==> src/rtl/mw_eeprom_reader.sv <==
module mw_eeprom_reader #(
  parameter int CLK_HZ     = 250_000_000,
  parameter int PHASE_NS   = 2000,
  parameter int IDLE_PAIRS = 26
) (
  input  logic        clk,
  input  logic        rst_n,
  input  logic        start_i,
  input  logic [5:0]  addr_i,
  output logic        busy_o,
  output logic        done_o,
  output logic [15:0] data_o,
  output logic        ee_cs_o,
  output logic        ee_sk_o,
  output logic        ee_di_o,
  input  logic        ee_do_i
);
  localparam int PHASE_RAW  = (CLK_HZ / 1_000_000) * PHASE_NS / 1000;
  localparam int PHASE_CYC  = (PHASE_RAW < 2) ? 2 : PHASE_RAW;
  localparam int CW         = $clog2(PHASE_CYC);
  localparam int CMD_BITS   = 11;
  localparam int WORD_BITS  = 16;
  localparam int IDLE_STEPS = 2 * IDLE_PAIRS + 2;
  localparam int CMD_STEPS  = 2 * CMD_BITS;
  localparam int RD_STEPS   = 2 * WORD_BITS;
  localparam int MAX_STEPS  = (IDLE_STEPS > RD_STEPS) ? IDLE_STEPS : RD_STEPS;
  localparam int SW         = $clog2(MAX_STEPS);
  localparam logic [CMD_BITS-1:0] READ_CMD = 11'h180;

  typedef enum logic [2:0] {ST_IDLE, ST_PRE, ST_CMD, ST_RD, ST_POST} st_t;

  st_t                  state;
  logic [CW-1:0]        cnt;
  logic [SW-1:0]        step, last_step;
  logic [CMD_BITS-1:0]  cmd_sh;
  logic [WORD_BITS-1:0] data_sh;
  logic                 cs_d, sk_d, di_d;
  logic                 phase_end, flush;

  assign phase_end = (cnt == CW'(PHASE_CYC - 1));
  assign flush     = (state == ST_PRE) || (state == ST_POST);

  always_comb begin
    case (state)
      ST_PRE, ST_POST: last_step = SW'(IDLE_STEPS - 1);
      ST_CMD:          last_step = SW'(CMD_STEPS - 1);
      ST_RD:           last_step = SW'(RD_STEPS - 1);
      default:         last_step = '0;
    endcase
  end

  always_comb begin
    cs_d = 1'b0;
    sk_d = 1'b0;
    di_d = 1'b0;
    if (flush) begin
      cs_d = (step != last_step);
      sk_d = (step < SW'(2 * IDLE_PAIRS)) && step[0];
    end else if (state == ST_CMD) begin
      cs_d = 1'b1;
      sk_d = step[0];
      di_d = cmd_sh[CMD_BITS-1];
    end else if (state == ST_RD) begin
      cs_d = 1'b1;
      sk_d = step[0];
    end
  end

  always_ff @(posedge clk or negedge rst_n) begin
    if (!rst_n) begin
      state   <= ST_IDLE;
      cnt     <= '0;
      step    <= '0;
      cmd_sh  <= '0;
      data_sh <= '0;
      busy_o  <= 1'b0;
      done_o  <= 1'b0;
      data_o  <= '0;
      ee_cs_o <= 1'b0;
      ee_sk_o <= 1'b0;
      ee_di_o <= 1'b0;
    end else begin
      done_o  <= 1'b0;
      ee_cs_o <= cs_d;
      ee_sk_o <= sk_d;
      ee_di_o <= di_d;
      if (state == ST_IDLE) begin
        if (start_i) begin
          state  <= ST_PRE;
          step   <= '0;
          cnt    <= '0;
          busy_o <= 1'b1;
          cmd_sh <= READ_CMD | {5'b0, addr_i};
        end
      end else if (!phase_end) begin
        cnt <= cnt + 1'b1;
      end else begin
        cnt <= '0;
        if (state == ST_CMD && step[0]) cmd_sh <= {cmd_sh[CMD_BITS-2:0], 1'b0};
        if (state == ST_RD && step[0])  data_sh <= {data_sh[WORD_BITS-2:0], ee_do_i};
        if (step != last_step) begin
          step <= step + 1'b1;
        end else begin
          step <= '0;
          case (state)
            ST_PRE:  state <= ST_CMD;
            ST_CMD:  state <= ST_RD;
            ST_RD:   state <= ST_POST;
            default: begin
              state  <= ST_IDLE;
              busy_o <= 1'b0;
              done_o <= 1'b1;
              data_o <= data_sh;
            end
          endcase
        end
      end
    end
  end

  AST_IDLE_PINS_LOW: assert property (@(posedge clk) disable iff (!rst_n)
    !busy_o |-> (!ee_cs_o && !ee_sk_o && !ee_di_o));
  AST_DONE_SINGLE: assert property (@(posedge clk) disable iff (!rst_n)
    done_o |=> !done_o);
  AST_BUSY_ENDS_WITH_DONE: assert property (@(posedge clk) disable iff (!rst_n)
    $fell(busy_o) |-> done_o);
  AST_START_IGNORED: assert property (@(posedge clk) disable iff (!rst_n)
    (busy_o && start_i && state == ST_PRE) |=> $stable(cmd_sh));
  AST_SK_ON_PHASE: assert property (@(posedge clk) disable iff (!rst_n)
    (ee_sk_o != $past(ee_sk_o)) |-> (cnt == CW'(1)));
  AST_DI_NEEDS_CS: assert property (@(posedge clk) disable iff (!rst_n)
    ee_di_o |-> ee_cs_o);
endmodule

==> config.mk <==
export PLATFORM = sky130hd
export DESIGN_NAME = mw_eeprom_reader
export DESIGN_NICKNAME = d
export VERILOG_FILES = /design/src/rtl/mw_eeprom_reader.sv
export SDC_FILE = /design/constraint.sdc
export NUM_CORES = 1
export LEC_CHECK = 0
export ABC_AREA = 1
export BUFFER_PORTS_ARGS = -buffer_cell sky130_fd_sc_hd__clkbuf_2
export CORE_MARGIN = 2
export CORE_UTILIZATION = 45
export CTS_BUF_LIST = sky130_fd_sc_hd__clkbuf_8
export DETAILED_ROUTE_END_ITERATION = 8
export GPL_ROUTABILITY_DRIVEN = 0
export GPL_TIMING_DRIVEN = 0
export HOLD_SLACK_MARGIN = 0.05
export SLEW_MARGIN = 0
export SYNTH_ARGS = -nofsm -noshare
export SYNTH_HDL_FRONTEND = slang
export SYNTH_SLANG_ARGS = --single-unit
==> constraint.sdc <==
create_clock -name clk -period 2.58 [get_ports clk]
set_input_delay 0.258 -clock clk [delete_from_list [all_inputs] [get_ports clk]]
set_output_delay 0.258 -clock clk [all_outputs]
set_load 0.03 [all_outputs]
; ---- Word level (Yosys, flattened, before mapping)
; Cells that the tools add are included.
[totals]
reg_bits = 66
elab_cells = 75
[op_classes]
addsub = 2
n_lt_le_gt_ge = 1
n_eq_ne = 9
muxes = 34
n_bitwise = 3
n_reduce_logical = 15
[ops]
columns = operator, n
row1 = two-way mux 11 bit, 4
row2 = two-way mux 9 bit, 3
row3 = two-way mux 6 bit, 4
row4 = one-hot mux 6 bit (3 select lines), 1
row5 = two-way mux 1 bit, 17
row6 = two-way mux 3 bit, 4
row7 = adder 9 x 1 -> 9 bit (second input constant), 1
row8 = equality test 9 bit (second input constant), 1
row9 = one-hot mux 3 bit (3 select lines), 1
row10 = AND reduction 3 bit, 3
row11 = AND reduction 4 bit, 2
row12 = adder 6 x 1 -> 6 bit (second input constant), 1
row13 = equality test 3 x 2 -> 1 bit (second input constant), 2
row14 = less-than comparator 6 bit (second input constant), 1
row15 = != test 6 bit, 1
row16 = != test 2 bit (second input constant), 2
row17 = nonzero test 2 bit, 2
row18 = equality test 3 x 1 -> 1 bit (second input constant), 1
row19 = equality test 3 bit (second input constant), 1
row20 = logical AND 1 bit, 3
row21 = logical NOT 3 bit, 1
row22 = inverter 1 bit, 3
row23 = OR reduction 3 bit, 1
row24 = != test 2 x 1 -> 1 bit (second input constant), 1
row25 = other kinds (3), 3

; ---- Logic depth before layout (Yosys ltp)
[logic_depth]
depth_word = 7
depth_mapped = 14
depth_no_buf = 12

; ---- Worst setup path before layout
; No wires, ideal clock.
[synth_path]
path_kind = register -> register
start = reg state[0]
end = reg cmd_sh[8]
setup_ps = 129
arrival_time_ps = 1530
setup_slack_ps = 921
stages_incl_launch_ff = 13
n_path_buf = 2
path_cell_list = dfrtp_1 buf_4 inv_2 nand2_2 nor2_4 inv_4 nor2_8 inv_2 nand2_4 a21oi_2 buf_2 o21ai_0 o21ai_0
[synth_via]
elab_chain_cells = 4
elab_cells_between_ends = 8
cone_classes = 2 x eq/ne / 1 x mux / 5 x reduce/logical
[synth_lines]
columns = element, line
row1 = from (decl), 32  ; st_t state;
row2 = from (signal assigned), 71  ; state <= ST_IDLE;
row3 = from (signal assigned), 89  ; state <= ST_PRE;
row4 = from (signal assigned), 106  ; ST_PRE: state <= ST_CMD;
row5 = equality test 3 x 2 -> 1 bit, 99  ; if (state == ST_CMD && step[0]) cmd_sh <= {cmd_sh[CMD_BITS-2:0], 1'b0};
row6 = logical AND 1 bit, 99
row7 = nonzero test 2 bit (no line), n/a
row8 = AND reduction 3 bit (no line), n/a
row9 = to (signal assigned), 93  ; cmd_sh <= READ_CMD | {5'b0, addr_i};
row10 = to (signal assigned), 99
row11 = to (decl), 35  ; logic [CMD_BITS-1:0] cmd_sh;
; Several ways; a longest one is shown, not always the timed one.
; A chain may end at the register's enable or synchronous reset.

; ---- Worst setup path after layout
; Ends and elaborated chain as after synthesis.

==> summary.txt <==
Core area: 0.00635 mm²
Synth Warn #: 0
Post-Synth Simple-Gate Area: 19.8%
Final setup viols: 0
Synthesized cell area: 0.00294 mm²
Clk pin slew, worst setup/hold paths: 0.07 ns
Ys async rst share: 100%
Gr ovfl total: 0
Die height: 84.9 µm
Peak supply drop: 575 µV
Unrepaired setup endpoints after global routing: false
Largest family of logic cells by synthesized area: simple AND/OR/NAND/NOR gates
DR WL/cell: 12.7 µm
GR Util met2: 28.8%
Initial antenna violation count: 0
DIE WIDTH: 84.9 µm
Top cells by area, synth: dfrtp_1 56%, nand2_1 10%, o21ai_0 6.1%
Worst setup margin: 0.564 ns
Placed cells: 437
Antenna viol nets, final: 0
Fillers: 575
Post-synthesis mux area share: 0%
Compound-cell area share of the yosys netlist: 13.1%
Pwr dens: 936 mW/mm²
Worst reg2reg path endpoint: cmd_sh[8]
Sink Count: 66
Post-Syn Area per Cell: 8.95 µm²
DR vias/cell: 4.98
DRC violations left: 0
M1 GR Usage: 25.4%
Final Core Density: 54.8%
First-pass GRT wire length: 10700 µm
Fin crit share: 78.1%
Cells after synthesis: 329
Synth cell types: 33
CTS Root Buffer Type: clkbuf_8
Fmax: 0.496 GHz
Vias in the first global route: 2277
DP HPWL: 4040 µm
Max Cap Viol: 0
Met3 Use GR: 4.38%
Flops & latches, synth: 66
Die Footprint: 0.00721 mm²
First-pass iteration count of the detailed router: 4
Static Leakage: 1.62 nW
Final wirelength: 5760 µm
Input/output buffers: 30
Startpoint Class: register
Post-CTS sizing: 0
Area delta synth->final: 18.2%
Post-Synth Adder-Cell Area: 0.850%
CP Class: reg2reg
DRT iter0 DRCs: 126
Deepest clock path buffer count: 2
# IOs: 31
All-layer global routing usage: 18.6%
Cell taking the most area after synthesis: dfrtp_1
Number of enable flip-flop cells after synthesis: 0
Syn nets: 341
Synth Area in XOR/XNOR: 2.38%
Layout Cells excl Fill: 454
Post CTS Setup Buffer Count: 0
Hold Path Origin: addr_i[0]
Crit Reg-Reg Startpoint: state[0]
Total Nets Final: 384
Starting density of the core: 46.4%
Reg-to-reg slack, setup: 0.56 ns
Max Slew Vio Count: 0
Clock Skews: 0.0122 ns
Post-synth top area share: 56.1%
Worst Hold Class: in2reg
Hold Violations, Final: 0
Seq/Total Area, Yosys: 56.1%
Status: complete, no violations
Primary FF master, synth: dfrtp_1
Row count: 29
Crit path max fanout: 10
Crit path time final: 2.02 ns
Worst hold path depth: 3
Slew margin rel.: 69.2%
Setup_tns: 0 ns
Critical Path AT: 2.23 ns
Largest net degree at the start of global routing: 46
WHS Endpoint: cmd_sh[0]
H-tree depth: 3
Clock latency on the worst-skew pair: 0.35 ns
Worst-case reg-to-reg path depth: 12
Slew @ Worst Pin: 0.461 ns
Crit. End Element: register
Via count: 2263
CTS tree: done
WP data required: 2.79 ns
Total power: 3.26 mW
Share of post-route cells with drive strength above 1: 19.9%
Total CTS buffers: 9
Post-place setup slack: 0.624 ns
N_diodes: 0
GRT busiest layer: met2
[state kept, by name, summed over array words and instances, names as in the netlist]
register and cells:
ee_di_o 1, data_o 16, data_sh 16, cnt 9, step 6, ee_cs_o 1, busy_o 1, cmd_sh 11
state 3, ee_sk_o 1, done_o 1
[where the power goes]
group | total, mW | switching (mW) | internal, mW
Clock | 1.08 | 0.411 | 0.672
Sequential | 1.25 | 0.0814 | 1.17
Combinational | 0.920 | 0.633 | 0.286
[worst max-delay path by stage]
stage / startpoint / endpoint / slack, ns
floorplan: state[0] / cmd_sh[8] / 0.92
global placement: cnt[0] / data_sh[9] / 0.65
detailed placement: cnt[0] / data_sh[9] / 0.62
CTS: state[0] / cmd_sh[8] / 0.56
global route: state[0] / cmd_sh[8] / 0.37
finish: state[0] / cmd_sh[8] / 0.56
[cells by family (layout without fill, tap and decap cells)]
family / Yosys count / count (layout)
AND/OR/NAND/NOR: 126 / 126
AO/OA/AOI/OAI: 72 / 72
flip-flops: 66 / 66
buffers and inverters: 55 / 103
XOR/XNOR: 8 / 8
adder cells (fa/ha/maj): 2 / 2
[stage by stage]
stage                     instance area (µm²)  hold slack [ns]
after floorplan                          2940          -0.0376
after global placement                   3190            0.455
after detailed placement                 3220            0.215
after CTS                                3480            0.138
after global routing                     3480            0.187
final                                    3480            0.147
[layout make-up]
type                            instances  area, µm²  share of cell area (%)
Buffer                                 11       58.8                    1.69
Tap cell                               77       96.3                    2.77
Inverter                               44        170                    4.89
Clock buffer                           10        138                    3.95
Timing Repair Buffer                   32        190                    5.46
Sequential cell                        66       1650                    47.4
Multi-Input combinational cell        208       1060                    30.6
Clock inverter                          6        113                    3.24
[cell usage in the layout (no fill, tap or decap), types with 4 or more instances in the layout]
master and count:
a21oi_1 4, buf_2 5, clkbuf_1 4, clkbuf_2 29
clkbuf_8 10, dfrtp_1 66, inv_1 37, inv_2 5
nand2_1 82, nand3_1 17, nand4_1 6, nor2_1 6
o21ai_0 36, o21ai_1 22, xor2_1 7
[synthesized netlist by cell type, types with 3 or more instances]
cell type	instances
nand2_1	82
dfrtp_1	66
inv_1	37
o21ai_0	36
o21ai_1	22
nand3_1	17
xor2_1	7
nand4_1	6
nor2_1	6
buf_2	5
inv_2	5
a21oi_1	4
clkbuf_1	4
nor3_1	3
o22ai_1	3
[worst max-delay path, stage by stage, from the launching register on]
cell,delay (ns)
dfrtp_1,0.37
buf_4,0.16
inv_2,0.07
nand2_2,0.10
nor2_4,0.22
inv_4,0.13
nor2_8,0.15
inv_2,0.08
nand2_4,0.11
a21oi_2,0.05
buf_2,0.19
o21ai_0,0.13
o21ai_0,0.14
[timing repair]
action / in CTS / in global routing
hold endpoints to repair: 21 / 0
hold buffers: 1 / 0
setup endpoints to repair: 0 / 0
[routing by layer]
layer	share of wire (%)	wire length, µm	up-vias
li1	-	-	1155
met1	50	2850	1059
met2	45	2580	41
met3	4.2	241	8
met4	1.5	87	0
met5	0	0	-
Power figures use the tool's default switching activity.
